`src/rtl/gpio_lockbank_pkg.sv`:
```
package gpio_lockbank_pkg;
    localparam int unsigned WORD_W = 32;
    localparam int unsigned ADDR_W = 12;

    localparam logic [WORD_W-1:0] KEY_VALUE = 32'h00A5_A501;
    localparam logic [ADDR_W-1:0] KEY_ADDR  = 12'h520;
    localparam logic [ADDR_W-1:0] CTL_BASE  = 12'h100;

    // register group = bus_addr[11:5]
    localparam logic [6:0] GRP_OUT  = 7'h00;
    localparam logic [6:0] GRP_IN   = 7'h01;
    localparam logic [6:0] GRP_SET  = 7'h02;
    localparam logic [6:0] GRP_CLR  = 7'h03;
    localparam logic [6:0] GRP_IST  = 7'h04;
    localparam logic [6:0] GRP_MSK  = 7'h05;
    localparam logic [6:0] GRP_MCLR = 7'h06;
    localparam logic [6:0] GRP_LOCK = 7'h28;

    typedef struct packed {
        logic [WORD_W-1:0] out;
        logic [WORD_W-1:0] dir;   // 1 = input
        logic [WORD_W-1:0] ist;
        logic [WORD_W-1:0] msk;   // 1 = masked
        logic [WORD_W-1:0] lock;  // 1 = locked
    } bank_st_t;

    typedef struct packed {
        logic set;
        logic clr;
        logic ist_clr;
        logic msk;
        logic mclr;
        logic lock;
        logic ctl;
    } bank_wr_t;
endpackage

```
`src/rtl/gpio_lockbank_sync.sv`:
```
module gpio_lockbank_sync #(
    parameter int unsigned WIDTH = 32
) (
    input  logic             clk,
    input  logic             rst_n,
    input  logic [WIDTH-1:0] async_i,
    output logic [WIDTH-1:0] sync_o
);
    typedef struct packed {
        logic [WIDTH-1:0] s1;
        logic [WIDTH-1:0] s2;
    } sync_st_t;

    sync_st_t q, d;

    always_comb begin
        d    = q;
        d.s1 = async_i;
        d.s2 = q.s1;
    end

    always_ff @(posedge clk or negedge rst_n) begin
        if (!rst_n) q <= '0;
        else        q <= d;
    end

    assign sync_o = q.s2;
endmodule

```
`src/rtl/gpio_lockbank_key.sv`:
```
module gpio_lockbank_key (
    input  logic clk,
    input  logic rst_n,
    input  logic access_i,   // any bus access this cycle
    input  logic key_hit_i,  // correct password written to key address
    output logic armed_o
);
    typedef struct packed {
        logic armed;
    } key_st_t;

    key_st_t q, d;

    always_comb begin
        d = q;
        if (key_hit_i)     d.armed = 1'b1;
        else if (access_i) d.armed = 1'b0;
    end

    always_ff @(posedge clk or negedge rst_n) begin
        if (!rst_n) q <= '0;
        else        q <= d;
    end

    assign armed_o = q.armed;

    AST_KEY_ONE_SHOT: assert property (@(posedge clk) disable iff (!rst_n)
        (access_i && !key_hit_i) |=> !armed_o);
    AST_KEY_ARMS: assert property (@(posedge clk) disable iff (!rst_n)
        key_hit_i |=> armed_o);
endmodule

```
`src/rtl/gpio_lockbank_bank.sv`:
```
module gpio_lockbank_bank
    import gpio_lockbank_pkg::*;
(
    input  logic              clk,
    input  logic              rst_n,
    input  bank_wr_t          wr_i,
    input  logic [WORD_W-1:0] wdata_i,
    input  logic [WORD_W-1:0] ctl_sel_i,
    input  logic [WORD_W-1:0] evt_i,
    output bank_st_t          st_o
);
    bank_st_t          q, d;
    logic [WORD_W-1:0] open_w;
    logic [WORD_W-1:0] open_sel;

    always_comb begin
        d        = q;
        open_w   = wdata_i & ~q.lock;
        open_sel = ctl_sel_i & ~q.lock;
        if (wr_i.set)  d.out = q.out | open_w;
        if (wr_i.clr)  d.out = q.out & ~open_w;
        if (wr_i.msk)  d.msk = q.msk | open_w;
        if (wr_i.mclr) d.msk = q.msk & ~open_w;
        if (wr_i.ctl)
            d.dir = (q.dir & ~open_sel) | ({WORD_W{wdata_i[0]}} & open_sel);
        // event wins over a same-cycle clear
        d.ist = (q.ist & ~(wr_i.ist_clr ? wdata_i : '0)) | evt_i;
        if (wr_i.lock) d.lock = wdata_i;
    end

    always_ff @(posedge clk or negedge rst_n) begin
        if (!rst_n) begin
            q.out  <= '0;
            q.dir  <= '1;
            q.ist  <= '0;
            q.msk  <= '1;
            q.lock <= '1;
        end else begin
            q <= d;
        end
    end

    assign st_o = q;

    AST_LOCKED_OUT_HOLDS: assert property (@(posedge clk) disable iff (!rst_n)
        ((q.out ^ $past(q.out)) & $past(q.lock)) == '0);
    AST_LOCKED_DIR_HOLDS: assert property (@(posedge clk) disable iff (!rst_n)
        ((q.dir ^ $past(q.dir)) & $past(q.lock)) == '0);
    AST_LOCKED_MASK_HOLDS: assert property (@(posedge clk) disable iff (!rst_n)
        ((q.msk ^ $past(q.msk)) & $past(q.lock)) == '0);
    AST_EVENT_LATCHED: assert property (@(posedge clk) disable iff (!rst_n)
        ($past(evt_i) & ~q.ist) == '0);
endmodule

```
`src/rtl/gpio_lockbank_regs.sv`:
```
module gpio_lockbank_regs
    import gpio_lockbank_pkg::*;
#(
    parameter  int unsigned NUM_BANKS = 2,
    localparam int unsigned NPINS     = NUM_BANKS * WORD_W
) (
    input  logic              clk,
    input  logic              rst_n,
    input  logic              bus_valid,
    input  logic              bus_write,
    input  logic [ADDR_W-1:0] bus_addr,
    input  logic [WORD_W-1:0] bus_wdata,
    output logic [WORD_W-1:0] bus_rdata,
    input  logic [NPINS-1:0]  pad_in,
    output logic [NPINS-1:0]  pad_out,
    output logic [NPINS-1:0]  pad_oe,
    input  logic [NPINS-1:0]  edge_event,
    output logic [NPINS-1:0]  irq_pending,
    output logic [NPINS-1:0]  irq_mask
);
    localparam int CTL_END = int'(CTL_BASE) + 4 * int'(NPINS);

    logic [6:0]        grp;
    logic [2:0]        bank_idx;
    logic              ctl_hit;
    logic [ADDR_W-3:0] ctl_pin;
    logic              key_hit;
    logic              armed;
    logic [NPINS-1:0]  sync_in;
    logic [NPINS-1:0]  lock_flat;
    bank_st_t          st [NUM_BANKS];

    assign grp      = bus_addr[11:5];
    assign bank_idx = bus_addr[4:2];
    assign ctl_hit  = (int'(bus_addr) >= int'(CTL_BASE)) && (int'(bus_addr) < CTL_END);
    assign ctl_pin  = (ADDR_W-2)'((bus_addr - CTL_BASE) >> 2);
    assign key_hit  = bus_valid && bus_write && (bus_addr == KEY_ADDR)
                      && (bus_wdata == KEY_VALUE);

    gpio_lockbank_key u_key (
        .clk       (clk),
        .rst_n     (rst_n),
        .access_i  (bus_valid),
        .key_hit_i (key_hit),
        .armed_o   (armed)
    );

    gpio_lockbank_sync #(.WIDTH(NPINS)) u_sync (
        .clk     (clk),
        .rst_n   (rst_n),
        .async_i (pad_in),
        .sync_o  (sync_in)
    );

    for (genvar b = 0; b < NUM_BANKS; b++) begin : g_bank
        bank_wr_t          wr_b;
        logic [WORD_W-1:0] sel_b;

        always_comb begin
            wr_b  = '0;
            sel_b = '0;
            if (bus_valid && bus_write) begin
                if (ctl_hit) begin
                    if (int'(ctl_pin[ADDR_W-3:5]) == b) begin
                        wr_b.ctl              = 1'b1;
                        sel_b[ctl_pin[4:0]]   = 1'b1;
                    end
                end else if (int'(bank_idx) == b) begin
                    case (grp)
                        GRP_SET:  wr_b.set     = 1'b1;
                        GRP_CLR:  wr_b.clr     = 1'b1;
                        GRP_IST:  wr_b.ist_clr = 1'b1;
                        GRP_MSK:  wr_b.msk     = 1'b1;
                        GRP_MCLR: wr_b.mclr    = 1'b1;
                        GRP_LOCK: wr_b.lock    = armed;
                        default:  ;
                    endcase
                end
            end
        end

        gpio_lockbank_bank u_bank (
            .clk       (clk),
            .rst_n     (rst_n),
            .wr_i      (wr_b),
            .wdata_i   (bus_wdata),
            .ctl_sel_i (sel_b),
            .evt_i     (edge_event[b*WORD_W +: WORD_W]),
            .st_o      (st[b])
        );

        assign pad_out    [b*WORD_W +: WORD_W] = st[b].out;
        assign pad_oe     [b*WORD_W +: WORD_W] = ~st[b].dir;
        assign irq_pending[b*WORD_W +: WORD_W] = st[b].ist;
        assign irq_mask   [b*WORD_W +: WORD_W] = st[b].msk;
        assign lock_flat  [b*WORD_W +: WORD_W] = st[b].lock;
    end

    always_comb begin
        bus_rdata = '0;
        if (bus_valid && !bus_write) begin
            for (int b = 0; b < NUM_BANKS; b++) begin
                if (ctl_hit) begin
                    if (int'(ctl_pin[ADDR_W-3:5]) == b)
                        bus_rdata = {{(WORD_W-1){1'b0}}, st[b].dir[ctl_pin[4:0]]};
                end else if (int'(bank_idx) == b) begin
                    case (grp)
                        GRP_OUT:  bus_rdata = st[b].out;
                        GRP_IN:   bus_rdata = sync_in[b*WORD_W +: WORD_W];
                        GRP_IST:  bus_rdata = st[b].ist;
                        GRP_MSK:  bus_rdata = st[b].msk;
                        GRP_LOCK: bus_rdata = st[b].lock;
                        default:  bus_rdata = '0;
                    endcase
                end
            end
        end
    end

    AST_LOCK_NEEDS_KEY: assert property (@(posedge clk) disable iff (!rst_n)
        (lock_flat != $past(lock_flat)) |-> $past(armed));
endmodule

```
`config.mk`:
```
export PLATFORM = sky130hd
export DESIGN_NAME = gpio_lockbank_regs
export DESIGN_NICKNAME = d
export VERILOG_FILES = /design/src/rtl/gpio_lockbank_pkg.sv /design/src/rtl/gpio_lockbank_sync.sv /design/src/rtl/gpio_lockbank_key.sv /design/src/rtl/gpio_lockbank_bank.sv /design/src/rtl/gpio_lockbank_regs.sv
export SDC_FILE = /design/constraint.sdc
export NUM_CORES = 1
export LEC_CHECK = 0
export ABC_CLOCK_PERIOD_IN_PS = 2260
export BUFFER_PORTS_ARGS = -buffer_cell sky130_fd_sc_hd__buf_4
export CAP_MARGIN = 20
export CORE_ASPECT_RATIO = 2
export CORE_MARGIN = 2
export CORE_UTILIZATION = 50
export CTS_BUF_LIST = sky130_fd_sc_hd__clkbuf_16
export CTS_CLUSTER_SIZE = 40
export DETAILED_ROUTE_END_ITERATION = 10
export PLACE_DENSITY = 0.77
export SYNTH_ARGS = -nofsm -noshare
export SYNTH_HDL_FRONTEND = slang
export SYNTH_SLANG_ARGS = --single-unit
```
`constraint.sdc`:
```
create_clock -name clk -period 2.26 [get_ports clk]
set_input_delay 0.339 -clock clk [delete_from_list [all_inputs] [get_ports clk]]
set_output_delay 0.339 -clock clk [all_outputs]
set_load 0.02 [all_outputs]
```
==> flow_summary.ini <==
[die]
core.rowCount = 109
ioPinCount = 464
core_area_sq_um = 44200
initial_utilization_pct = 50.7
fp.dieH_um = 303
die_width_um = 154
fp.dieArea_sq_um = 46700

[yosys]
syn_inst = 2021
netlist-cell-type-count = 56
yosysTopAreaCell = dfrtp_1
syn_nets = 2199
syn_avg_cell_area_sq_um = 11.1
synth_edf_count = 0
synthArstFlopShare_pct = 100
synth_ff_type = dfrtp_1
ys_ff_latch = 449
ys_warn_count = 0
netlist_area_sq_um = 22400
ys_seq_area_share_pct = 51.2
ys_top_cells_by_area = dfrtp_1 (29%), dfstp_2 (23%), buf_4 (6.5%)
synth_top_area_share_pct = 28.7

[critical_path]
path_max_fanout = 2
crit_arrival_ns = 2.30
cp-start-kind = flip-flop
crit_type = flip-flop to output port
end_kind = output port
required_ns = 1.92

[grt]
met3_usage_pct = 5.20
busiest_layer = met2
grt_max_degree = 71
met1_usage_pct = 39.3
overflow = 0
antenna_found_initial = 1
grt_pass1_wl_mm = 125
use_met2_pct = 62.9
grt_pass1_vias = 19800
grt_usage_pct = 36.3

[pwr]
p_int_mw = 13.4
powerDensity_nw_per_um2 = 572
pwr-share-comb_pct = 10.0
seqPwrFrac_pct = 47.0
switching_share_pct = 24.2
ir_worst_vdd_v = 0.000488
clkPwrFrac_pct = 43.0
power_mw = 17.6
power.switching_mw = 4.27
p_leak_nw = 12.7

[clock_network]
cts_sinks = 449
clk_latency_ns = 0.57
cts_root_buf = clkbuf_16
cts-buffers-inserted = 41
cts_tree = yes
htree_levels = 2
clkTransAtPathRegs_ns = 0.07
clk_path_buf_depth = 3

[routing]
drcViolationCount = 0
antenna_left = 0
via_per_inst = 6.04
via_count = 19100
wire_per_inst_um = 28.1
drt_iter0_drc = 1514
routed_wl_mm = 89.1
dr.pass1.iters = 5

[hold_path]
hold_class = primary input to flip-flop

[final_layout]
drive_gt1_share_pct = 48.5
multiInputGateArea_sq_um = 9460
stdcell_area_sq_um = 30800
regArea_sq_um = 11500
fillers = 3180
layout_common_cells = buf_4 (594), dfrtp_1 (257), dfstp_2 (192), a21oi_1 (182), nand3_1 (135)
nNetsFinal = 2757
layout.cells.most_common = buf_4
syn_to_final_growth_pct = 37.6

[sta]
tightest_slew_ns = 0.616
maxSlewViolCount = 0
setup_viol = 33
whs_ns = 0.0853
slew_headroom_pct = 58.6
min_period_ns = 2.64
fmax_mhz = 379
clock_skew_ns = 0.0182
setup_ws_ns = -0.382
fin_crit_sh_pct = 117
rsz0062_at_grt = yes
finalHoldViolCount = 0

[placement]
place_area_sq_um = 26800
io_buffer_count = 463
place.gp.congestion = 0.986
hpwl_mm = 64.4
pre_cts_slack_ns = -0.482

[run_status]
outcome = finished, violations left
failed_checks = negative setup slack

[flow_run]
max-cap-violations = 0
## critical path: stages, from the launching register on
cell and delay, ns:
dfstp_2 0.38, mux4_2 0.47, mux2i_1 0.18, buf_4 0.16
o21ai_2 0.06, o31ai_2 0.18, o211ai_1 0.11, buf_4 0.18
## final cells by class
class | instances | area share (%)
Tap cell | 555 | 2.25
Timing Repair Buffer | 830 | 24.3
Clock inverter | 33 | 1.16
Sequential cell | 449 | 37.2
Clock buffer | 43 | 3.49
Antenna cell | 1 | 0.00811
Inverter | 69 | 0.888
Multi-Input combinational cell | 1188 | 30.7
## metal layers
metal | share of wire, % | vias to the layer above
li1 | - | 8023
met1 | 33 | 9466
met2 | 50 | 1239
met3 | 6.9 | 392
met4 | 9.8 | 0
met5 | 0 | -
## repair_timing
action / in CTS / in global routing
hold buffers: 129 / 0
gates cloned: 3 / 6
pin swaps: 14 / 13
endpoints found under the hold margin: 151 / 0
gates resized for setup: 116 / 115
setup buffers: 11 / 13
endpoints found under the setup margin: 32 / 32
## power groups by stage
stage	registers, mW	clock network (mW)	logic [mW]
after floorplan	8.38	0	0.503
after global placement	8.41	0	1.40
after detailed placement	8.41	0	1.42
after CTS	8.28	7.67	1.69
after global routing	8.29	7.99	1.84
final	8.28	7.59	1.76
## final timing paths
check,start,to,slack [ns],cells past startpoint
setup / recovery,flip-flop,bus_rdata[0],-0.38,7
min in group asynchronous,rst_n,g_bank[0].u_bank.st_o[83]$_DFF_PN0_,0.30,2
hold / removal,bus_wdata[20],g_bank[0].u_bank.st_o[20]$_DFFE_PN1P_,0.09,2
setup reg to reg,u_key.armed_o$_DFFE_PN0P_,g_bank[0].u_bank.st_o[30]$_DFFE_PN1P_,0.72,6
max in group asynchronous,rst_n,g_bank[1].u_bank.st_o[2]$_DFFE_PN1P_,1.15,3
hold reg to reg,u_sync.d[12]$_DFF_PN0_,u_sync.sync_o[12]$_DFF_PN0_,0.35,0
## through the flow
stage	TNS, ns	utilization, %	cells
after floorplan	-2.76	-	2021
after global placement	-74.19	60.7	2933
after detailed placement	-85.73	60.7	2933
after CTS	-6.92	68.3	3150
after global routing	-6.14	69.8	3168
final	-5.40	69.8	3168
## synthesized netlist by cell type, drive strengths merged, types with 2 or more instances
cell type and count:
a21oi 220, nor4 6, and4b 2, or4b 2
nor4b 3, o2bb2ai 61, o211ai 2, nand2 142
inv 68, dfrtp 257, mux4 15, clkbuf 72
and3 5, mux2i 67, nand3b 3, dfstp 192
a21o 65, mux2 194, o311ai 2, nor3b 2
nor4bb 5, a2111oi 5, or3 22, nand2b 6
nor2 11, nand3 139, nand4 7, nor2b 67
nor3 52, buf 243, o21ai 66, a211oi 6
ha 2
## cells by family (layout without fill, tap and decap cells)
logic type / Yosys count / count (layout) / synth area share [%]
other cells: 0 / 1 / 0
simple gates: 476 / 476 / 11.0
buf+inv: 384 / 975 / 10.2
flops: 449 / 449 / 51.2
mux: 276 / 276 / 15.2
compound gates: 434 / 434 / 12.3
fa+ha+maj: 2 / 2 / 0.112
Power figures use the tool's default switching activity.
